**config.mk**
```make
export PLATFORM = sky130hd
export DESIGN_NAME = dram_timing_engine
export DESIGN_NICKNAME = d
export VERILOG_FILES = /design/src/rtl/dte_pkg.sv /design/src/rtl/dte_refresh.sv /design/src/rtl/dte_bank_table.sv /design/src/rtl/dte_sched.sv /design/src/rtl/dram_timing_engine.sv
export SDC_FILE = /design/constraint.sdc
export NUM_CORES = 1
export LEC_CHECK = 0
export ABC_AREA = 1
export BUFFER_PORTS_ARGS = -buffer_cell sky130_fd_sc_hd__buf_2
export CORE_MARGIN = 3
export CORE_UTILIZATION = 50
export CTS_BUF_LIST = sky130_fd_sc_hd__clkbuf_16
export DETAILED_ROUTE_END_ITERATION = 12
export MAX_ROUTING_LAYER = met4
export PLACE_DENSITY = 0.77
export SLEW_MARGIN = 20
export SYNTH_ARGS = -nofsm -noshare
export SYNTH_HDL_FRONTEND = slang
export SYNTH_HIERARCHICAL = 1
export SYNTH_SLANG_ARGS = --single-unit
```
**constraint.sdc**
```tcl
create_clock -name clk -period 1.9 [get_ports clk]
set_input_delay 0.095 -clock clk [delete_from_list [all_inputs] [get_ports clk]]
set_output_delay 0.095 -clock clk [all_outputs]
set_load 0.01 [all_outputs]
```
**src/rtl/dte_pkg.sv**
```systemverilog
package dte_pkg;
   typedef enum logic [1:0] {
      ST_IDLE = 2'd0,
      ST_PREP = 2'd1,
      ST_DATA = 2'd2,
      ST_REF  = 2'd3
   } dte_state_e;

   function automatic int ns_to_cyc(input int t_ns, input int clk_ns);
      return (t_ns + clk_ns - 1) / clk_ns;
   endfunction
endpackage

```
**src/rtl/dte_refresh.sv**
```systemverilog
module dte_refresh #(
   parameter int INTERVAL = 1520
) (
   input  logic clk,
   input  logic rst_n,
   input  logic ack,
   output logic pending
);
   localparam int CW = $clog2(INTERVAL);

   if (INTERVAL < 2) begin : g_bad_interval
      $error("dte_refresh: INTERVAL must be at least 2");
   end

   logic [CW-1:0] tick_q;
   logic          due;

   assign due = (tick_q == CW'(INTERVAL - 1));

   always_ff @(posedge clk) begin
      if (!rst_n) begin
         tick_q  <= '0;
         pending <= 1'b0;
      end else begin
         tick_q  <= due ? '0 : tick_q + 1'b1;
         if (due)
            pending <= 1'b1;
         else if (ack)
            pending <= 1'b0;
      end
   end


   pend_hold_chk: assert property (@(posedge clk) disable iff (!rst_n)
      pending && !ack |=> pending);
endmodule

```
**src/rtl/dte_bank_table.sv**
```systemverilog
module dte_bank_table #(
   parameter int BANK_W = 2,
   parameter int ROW_W  = 13
) (
   input  logic              clk,
   input  logic              rst_n,
   input  logic [BANK_W-1:0] q_bank,
   input  logic [ROW_W-1:0]  q_row,
   output logic              hit,
   output logic              is_open,
   input  logic              upd,
   input  logic              close_all
);
   localparam int NB = 1 << BANK_W;

   logic [NB-1:0] hit_v;
   logic [NB-1:0] open_v;

   for (genvar b = 0; b < NB; b++) begin : g_bank
      logic [ROW_W-1:0] row_q;
      logic             vld_q;
      always_ff @(posedge clk) begin
         if (!rst_n) begin
            row_q <= '0;
            vld_q <= 1'b0;
         end else if (close_all) begin
            vld_q <= 1'b0;
         end else if (upd && q_bank == BANK_W'(b)) begin
            row_q <= q_row;
            vld_q <= 1'b1;
         end
      end
      assign open_v[b] = vld_q;
      assign hit_v[b]  = vld_q && (row_q == q_row);
   end

   assign hit     = hit_v[q_bank];
   assign is_open = open_v[q_bank];


   close_all_chk: assert property (@(posedge clk) disable iff (!rst_n)
      close_all |=> open_v == '0);

   row_open_chk: assert property (@(posedge clk) disable iff (!rst_n)
      upd && !close_all |=> open_v[$past(q_bank)]);
endmodule

```
**src/rtl/dte_sched.sv**
```systemverilog
module dte_sched
   import dte_pkg::*;
#(
   parameter int HOP_C   = 11,
   parameter int RCD_C   = 3,
   parameter int CAS_C   = 2,
   parameter int DQSS_C  = 2,
   parameter int WTR_C   = 2,
   parameter int REF_C   = 24,
   parameter int BURST_C = 2
) (
   input  logic clk,
   input  logic rst_n,
   input  logic cmd_valid,
   input  logic cmd_write,
   input  logic row_hit,
   input  logic bank_open,
   input  logic ref_pend,
   output logic cmd_ready,
   output logic accept,
   output logic ref_ack,
   output logic rd_valid,
   output logic wr_strobe
);
   localparam int LAT_MAX = (CAS_C > DQSS_C) ? CAS_C : DQSS_C;
   localparam int DLY_MAX = HOP_C + RCD_C + WTR_C + LAT_MAX;
   localparam int TOP_A   = (DLY_MAX > REF_C) ? DLY_MAX : REF_C;
   localparam int TOP     = (TOP_A > BURST_C) ? TOP_A : BURST_C;
   localparam int CW      = $clog2(TOP + 1);

   if (CAS_C < 1 || DQSS_C < 1 || REF_C < 1 || BURST_C < 1) begin : g_bad_lat
      $error("dte_sched: latencies, refresh and burst must be at least one cycle");
   end

   dte_state_e    state_q;
   logic [CW-1:0] cnt_q;
   logic          is_wr_q;
   logic          last_wr_q;
   logic [CW-1:0] lead;

   assign cmd_ready = (state_q == ST_IDLE) && !ref_pend;
   assign accept    = cmd_valid && cmd_ready;
   assign ref_ack   = (state_q == ST_IDLE) && ref_pend;
   assign rd_valid  = (state_q == ST_DATA) && !is_wr_q;
   assign wr_strobe = (state_q == ST_DATA) && is_wr_q;

   always_comb begin
      lead = cmd_write ? CW'(DQSS_C) : CW'(CAS_C);
      if (!row_hit)
         lead = lead + (bank_open ? CW'(HOP_C + RCD_C) : CW'(RCD_C));
      if (!cmd_write && last_wr_q)
         lead = lead + CW'(WTR_C);
   end

   always_ff @(posedge clk) begin
      if (!rst_n) begin
         state_q   <= ST_IDLE;
         cnt_q     <= '0;
         is_wr_q   <= 1'b0;
         last_wr_q <= 1'b0;
      end else begin
         unique case (state_q)
            ST_IDLE: begin
               if (ref_ack) begin
                  state_q <= ST_REF;
                  cnt_q   <= CW'(REF_C);
               end else if (accept) begin
                  state_q   <= ST_PREP;
                  cnt_q     <= lead;
                  is_wr_q   <= cmd_write;
                  last_wr_q <= cmd_write;
               end
            end
            ST_PREP: begin
               if (cnt_q == CW'(1)) begin
                  state_q <= ST_DATA;
                  cnt_q   <= CW'(BURST_C);
               end else begin
                  cnt_q <= cnt_q - 1'b1;
               end
            end
            ST_DATA, ST_REF: begin
               if (cnt_q == CW'(1))
                  state_q <= ST_IDLE;
               else
                  cnt_q <= cnt_q - 1'b1;
            end
            default: state_q <= ST_IDLE;
         endcase
      end
   end


   one_strobe_chk: assert property (@(posedge clk) disable iff (!rst_n)
      !(rd_valid && wr_strobe));

   busy_after_accept_chk: assert property (@(posedge clk) disable iff (!rst_n)
      accept |=> !cmd_ready);

   ref_quiet_chk: assert property (@(posedge clk) disable iff (!rst_n)
      ref_ack |=> !rd_valid && !wr_strobe && !cmd_ready);
endmodule

```
**src/rtl/dram_timing_engine.sv**
```systemverilog
module dram_timing_engine
   import dte_pkg::*;
#(
   parameter int BANK_W     = 2,
   parameter int ROW_W      = 13,
   parameter int COL_W      = 10,
   parameter int ADDR_W     = 25,
   parameter int CLK_NS     = 5,
   parameter int BURST_LEN  = 4,
   parameter int T_REFI_NS  = 7600,
   parameter int T_RFC_NS   = 120,
   parameter int T_HOP_NS   = 55,
   parameter int T_RCD_NS   = 15,
   parameter int T_CAS_NS   = 10,
   parameter int T_DQSS_NS  = 10,
   parameter int T_WTR_NS   = 10
) (
   input  logic             clk,
   input  logic             rst_n,
   input  logic             cmd_valid,
   output logic             cmd_ready,
   input  logic             cmd_write,
   input  logic [BANK_W-1:0] cmd_bank,
   input  logic [ROW_W-1:0]  cmd_row,
   input  logic [COL_W-1:0]  cmd_col,
   output logic             wr_strobe,
   output logic             rd_valid
);
   localparam int XFER_PER_CLK = 2;
   localparam int BURST_C = BURST_LEN / XFER_PER_CLK;
   localparam int ALIGN_W = $clog2(BURST_LEN);
   localparam int REFI_C  = ns_to_cyc(T_REFI_NS, CLK_NS);
   localparam int RFC_C   = ns_to_cyc(T_RFC_NS, CLK_NS);
   localparam int HOP_C   = ns_to_cyc(T_HOP_NS, CLK_NS);
   localparam int RCD_C   = ns_to_cyc(T_RCD_NS, CLK_NS);
   localparam int CAS_C   = ns_to_cyc(T_CAS_NS, CLK_NS);
   localparam int DQSS_C  = ns_to_cyc(T_DQSS_NS, CLK_NS);
   localparam int WTR_C   = ns_to_cyc(T_WTR_NS, CLK_NS);

   if (BANK_W + ROW_W + COL_W != ADDR_W) begin : g_bad_addr
      $error("dram_timing_engine: bank, row and column widths must sum to ADDR_W");
   end
   if (BURST_LEN < XFER_PER_CLK || BURST_LEN % XFER_PER_CLK != 0) begin : g_bad_burst
      $error("dram_timing_engine: BURST_LEN must be a positive multiple of 2");
   end
   if (ALIGN_W >= COL_W) begin : g_bad_align
      $error("dram_timing_engine: burst wider than the column field");
   end

   logic row_hit, bank_open, ref_pend, ref_ack, accept;

   dte_refresh #(.INTERVAL(REFI_C)) u_ref (
      .clk     (clk),
      .rst_n   (rst_n),
      .ack     (ref_ack),
      .pending (ref_pend)
   );

   dte_bank_table #(.BANK_W(BANK_W), .ROW_W(ROW_W)) u_banks (
      .clk       (clk),
      .rst_n     (rst_n),
      .q_bank    (cmd_bank),
      .q_row     (cmd_row),
      .hit       (row_hit),
      .is_open   (bank_open),
      .upd       (accept),
      .close_all (ref_ack)
   );

   dte_sched #(
      .HOP_C(HOP_C), .RCD_C(RCD_C), .CAS_C(CAS_C), .DQSS_C(DQSS_C),
      .WTR_C(WTR_C), .REF_C(RFC_C), .BURST_C(BURST_C)
   ) u_sched (
      .clk       (clk),
      .rst_n     (rst_n),
      .cmd_valid (cmd_valid),
      .cmd_write (cmd_write),
      .row_hit   (row_hit),
      .bank_open (bank_open),
      .ref_pend  (ref_pend),
      .cmd_ready (cmd_ready),
      .accept    (accept),
      .ref_ack   (ref_ack),
      .rd_valid  (rd_valid),
      .wr_strobe (wr_strobe)
   );


   col_align_chk: assert property (@(posedge clk) disable iff (!rst_n)
      cmd_valid |-> cmd_col[ALIGN_W-1:0] == '0);

   ref_only_when_pending_chk: assert property (@(posedge clk) disable iff (!rst_n)
      $fell(cmd_ready) |-> $past(accept) || ref_pend);
endmodule

```
# == Yosys cells after proc, flatten, opt, wreduce, memory -nomap -nowiden ==
# Cells that the tools add are included.
# totals
output_inout_bits,3
in_bits,29
ram_bits,0
ff_bits,76
latchBits,0
mem_bits_ro,0
n_memories,0
word_cells,85
# op_classes
multipliers,0
n_eq_ne,16
addsub,4
bitwise_logic,2
n_reduce_logical,30
shifts,0
n_mux,19
magnitude_cmp,1
div_mod_pow,0
# op_table
cell,count
13-bit equality test,4
5-bit two-way mux,6
5-bit one-hot mux with 3 select lines,1
1-bit logical AND,14
11-bit by 1-bit adder with 11-bit output (second input constant),1
11-bit equality test (second input constant),1
2-bit AND reduction,5
2-bit equality test (second input constant),4
2-bit two-way mux,4
2-bit one-hot mux with 3 select lines,1
3-bit AND reduction,2
2-bit OR reduction,3
2-bit by 5-bit adder with 5-bit output (first input constant),1
5-bit by 2-bit adder with 5-bit output (second input constant),1
5-bit by 1-bit equality test with 1-bit output (second input constant),1
5-bit by 1-bit subtractor with 5-bit output (second input constant),1
1-bit binary-select mux with 2-bit select,2
2-bit by 1-bit equality test with 1-bit output (second input constant),2
2-bit zero test,2
1-bit two-way mux,4
4-bit two-way mux,1
2-bit by 1-bit != test with 1-bit output (second input constant),2
1-bit zero test,3
2-bit by 3-bit less-than comparator with 1-bit output (second input constant),1
other kinds (4),5

# == Depth between registers and ports, before layout ==
# depth
ltp_word,10
depth_mapped,18
mapped_depth_nobuf,17

# == Hierarchy ==
# The synthesis kept the hierarchy.
# by_module_without_submodules
module,seq_area_each_um2,area_per_inst_um2,cells_each,instances
dte_bank_table,1121.1,2949.1,454,1
dte_sched,160.2,625.6,101,1
dte_refresh,240.2,560.5,76,1

# == Worst setup path before layout ==
# Ideal clock, no wire load.
# synth_timing
path_kind,reg2reg
start,register u_sched.state_q[1]
end,register u_banks.g_bank[1].row_q[3]
arrival_time_ns,1.526
stages_incl_launch_ff,12
path_buffers,1
path_slack_ns,0.251
setup_time_ns,0.123
t_required_ns,1.777
synth_period_minus_slack_ns,1.649
path_cell_list,dfxtp_1 nor2_4 nand2_2 inv_2 nand2_2 inv_1 inv_2 nor2_2 nand2_2 nor2_4 buf_4 a21oi_1
# synth_between
elab_chain_cells,5
elab_cells_between_ends,7
cone_classes,bitwise: 1; reduce/logical: 6
# synth_rtl
element,line_no,source
"start, declared",dte_sched.sv:35,dte_state_e state_q;
"start signal, assigned",dte_sched.sv:57,state_q <= ST_IDLE;
"start signal, assigned",dte_sched.sv:65,state_q <= ST_REF;
"start signal, assigned",dte_sched.sv:68,state_q <= ST_PREP;
2-bit zero test,dte_sched.sv:41,assign cmd_ready = (state_q == ST_IDLE) && !ref_pend;
1-bit logical AND,dte_sched.sv:41,
via cmd_ready,dram_timing_engine.sv:21,"output logic cmd_ready,"
1-bit logical AND,dte_sched.sv:42,assign accept = cmd_valid && cmd_ready;
via accept,dram_timing_engine.sv:50,"logic row_hit, bank_open, ref_pend, ref_ack, accept;"
1-bit logical AND,dte_bank_table.sv:28,end else if (upd && q_bank == BANK_W'(b)) begin
2-bit AND reduction (no line),n/a,
"end signal, assigned",dte_bank_table.sv:29,row_q <= q_row;
"end, declared",dte_bank_table.sv:20,logic [ROW_W-1:0] row_q;
# The timed path passes the listed nets, and every way through them passes these cells.
# A chain may end at the register's enable or synchronous reset.

# == Worst setup path in the final report ==
# layout_timing
start,register u_sched.state_q[0]
end,register u_banks.g_bank[1].row_q[3]
# layout_between
elab_chain_cells,5
elab_cells_between_ends,7
cone_classes,bitwise: 1; reduce/logical: 6
# layout_rtl
element,line_no
2-bit zero test,dte_sched.sv:41
1-bit logical AND,dte_sched.sv:41
1-bit logical AND,dte_sched.sv:42
via accept,dram_timing_engine.sv:50
1-bit logical AND,dte_bank_table.sv:28
2-bit AND reduction (no line),n/a
# The timed path passes the listed nets, and every way through them passes these cells.

==> results.sh <==
export IMPL_synth_async_reset_ratio=0
export IMPL_clk_pin_slew_worst_paths_ns=0.06
export IMPL_fmaxAchievable_ghz=0.575
export IMPL_wire_per_inst_um=11.4
export IMPL_pwr_density_cell_nw_per_um2=1010
export IMPL_grt_overflow=0
export IMPL_placement_rows=32
export IMPL_areaGrowthSynthToFinish_pct=14.2
export IMPL_ir_worst_vdd_mv=0.479
export IMPL_setup_viol=0
export IMPL_yosysWarningCount=6
export IMPL_vias=3763
export IMPL_clock_skew_ns=0.00845
export IMPL_postRouteAntennaNets=0
export IMPL_die_area_um2=9400
export IMPL_start_kind="register"
export IMPL_grt_pass1_vias=3594
export IMPL_clk_path_buf_depth=2
export IMPL_htreeDepth=3
export IMPL_seq_power_share=0.395
export IMPL_synthTopCellsByArea="dfxtp_1 37%, nand2_1 18%, inv_1 8.1%, a21oi_1 6.1%, nor2_1 5.4%"
export IMPL_layout_common_cells="196 x nand2_1, 89 x inv_1, 75 x dfxtp_1, 57 x nor2_1, 50 x a21oi_1"
export IMPL_floorplan_initialDensity=0.524
export IMPL_final_period_utilization=0.915
export IMPL_coreArea_um2=7890
export IMPL_synth_seq_area_share=0.368
export IMPL_critPathRequiredTime_ns=2.17
export IMPL_place_inst=744
export IMPL_io_pins=32
export IMPL_die_h_um=96.9
export IMPL_drv_cap=0
export IMPL_p_clk_frac=0.378
export IMPL_synth_edff_count=0
export IMPL_cts_tree="done"
export IMPL_root_buffer="clkbuf_16"
export IMPL_worstSetupEndpointType="register"
export IMPL_worstPathMaxFanout=13
export IMPL_ys_ff_latch=76
export IMPL_numCtsBuffers=9
export IMPL_io_buffers=21
export IMPL_yosysUniqueCellTypes=30
export IMPL_synthCells=631
export IMPL_wirelength_um=8690
export IMPL_critPathArrivalTime_ns=2.01
export IMPL_layout_commonest_cell="nand2_1"
export IMPL_grt_pass1_wl_um=15400
export IMPL_status="finished clean"
export IMPL_grt_max_degree=41
export IMPL_p_int_mw=3.31
export IMPL_syn_num_nets=663
export IMPL_syn_area_um2=4140
export IMPL_fin_util=0.599
export IMPL_drive_above_1_share=0.144
export IMPL_grt_total_usage=0.201
export IMPL_switchingPower_mw=1.44
export IMPL_fin_nets=687
export IMPL_dp_hpwl_um=6060
export IMPL_combPwrFrac=0.226
export IMPL_min_path_type="in2reg"
export IMPL_synth_flop_cell="dfxtp_1"
export IMPL_insertedDiodeCount=0
export IMPL_vias_per_cell=4.94
export IMPL_netSwitchingFraction=0.303
export IMPL_place_congestion=0.844
export IMPL_synth_top_cell_area_share=0.368
export IMPL_p_leak_nw=2.05
export IMPL_die_w_um=96.9
export IMPL_hold_viol_final=0
export IMPL_slew_headroom=0.706
export IMPL_period_needed_ns=1.74
export IMPL_synth_area_leader_cell="dfxtp_1"
export IMPL_antenna_found_initial=0
export IMPL_clk_insertion_delay_late_ns=0.33
export IMPL_cts_sinks=76
export IMPL_syn_area_per_cell_um2=6.55
export IMPL_tightest_slew_ns=0.440
export IMPL_worst_setup_path_type="reg2reg"
export IMPL_hold_buffers=0
export IMPL_finalMaxSlewViolations=0
export IMPL_fin_cells=762
export IMPL_dr_pass1_iters=4
export IMPL_drt_iter0_drc=200
export IMPL_drc_errors=0
[critical path, stage by stage (launching register included)]
cell	delay (ns)
dfxtp_1	0.37
nor2_4	0.17
nand2_2	0.08
inv_2	0.08
nand2_2	0.07
inv_2	0.08
inv_2	0.05
nor2_4	0.10
nand2_2	0.09
nor2_4	0.19
buf_12	0.17
o21ai_0	0.09
a21oi_1	0.14
[cells by family after synthesis]
group / after synthesis / synth area share
flops: 76 / 0.368
fa+ha+maj: 3 / 0.00908
simple gates: 303 / 0.315
compound gates: 125 / 0.168
xor+xnor: 14 / 0.0297
buf+inv: 110 / 0.110
[cell usage after synthesis, types with 2 or more instances]
library cell,instances
buf_2,4
nand4_1,3
buf_4,2
nor2_1,59
clkbuf_1,5
buf_6,4
nor2_2,7
inv_2,5
nor3_1,2
a21oi_1,50
nor2_4,6
o21ai_1,21
nand2_1,196
nand2_2,4
nand3_2,4
dfxtp_1,76
a21oi_2,16
ha_1,3
xor2_1,5
nand2_4,2
a21boi_1,2
xnor2_1,9
o21ai_0,35
inv_1,89
nand3_1,17
[per-layer routing]
metal	track usage	part of all wire
met3	0.0418	0.039
met1	0.239	0.47
met2	0.336	0.48
met4	0.0724	0.014
met5	-	0
[power by group through the flow]
stage	logic (mW)	clock network (mW)	registers (mW)
3_3_place_gp	1.00	0	1.90
2_1_floorplan	0.819	0	1.88
3_5_place_dp	1.03	0	1.91
6_report	1.07	1.80	1.88
5_1_grt	1.24	1.91	1.90
4_1_cts	1.04	1.84	1.88
[flip-flops by register name, summed over array words and instances (netlist names)]
signal	flops
u_banks/g_bank.row_q	52
u_banks/g_bank.vld_q	4
u_ref/pending	1
u_ref/tick_q	11
u_sched/cnt_q	5
u_sched/last_wr_q	1
u_sched/state_q	2
[final timing paths]
check	startpoint	end	slack [ns]	cells after the start
worst min-delay path	cmd_valid	u_sched/last_wr_q	0.08	3
worst max-delay path	u_sched/state_q[0]	u_banks/g_bank[1].row_q[3]	0.16	12
worst min register to register	u_banks/g_bank[1].vld_q	u_banks/g_bank[1].vld_q	0.45	2
worst max register to register	u_sched/state_q[0]	u_banks/g_bank[1].row_q[3]	0.16	12
[per-stage QoR]
step	hold WS [ns]	TNS, ns	setup WS (ns)	power [mW]	cell area (µm²)
final	0.0784	0	0.162	4.75	4720
after global routing	0.0792	-0.00376	-0.00376	5.05	4720
after CTS	0.0534	0	0.0705	4.76	4680
after detailed placement	0.401	0	0.112	2.94	4360
after global placement	0.390	0	0.179	2.90	4360
after floorplan	0.221	0	0.251	2.70	4140
[final cells by class]
type,instances,area [µm²]
multi-input combinational,445,2170
timing repair buffer,29,233
inverter,94,353
clock buffer,9,225
sequential,76,1520
clock inverter,7,92.6
tap,102,128
fill,746,3170
[what timing repair did]
action	in CTS	in global routing
setup buffers	0	1
gates resized for setup	0	5
setup endpoints to repair	0	23
Power figures use the tool's default switching activity.
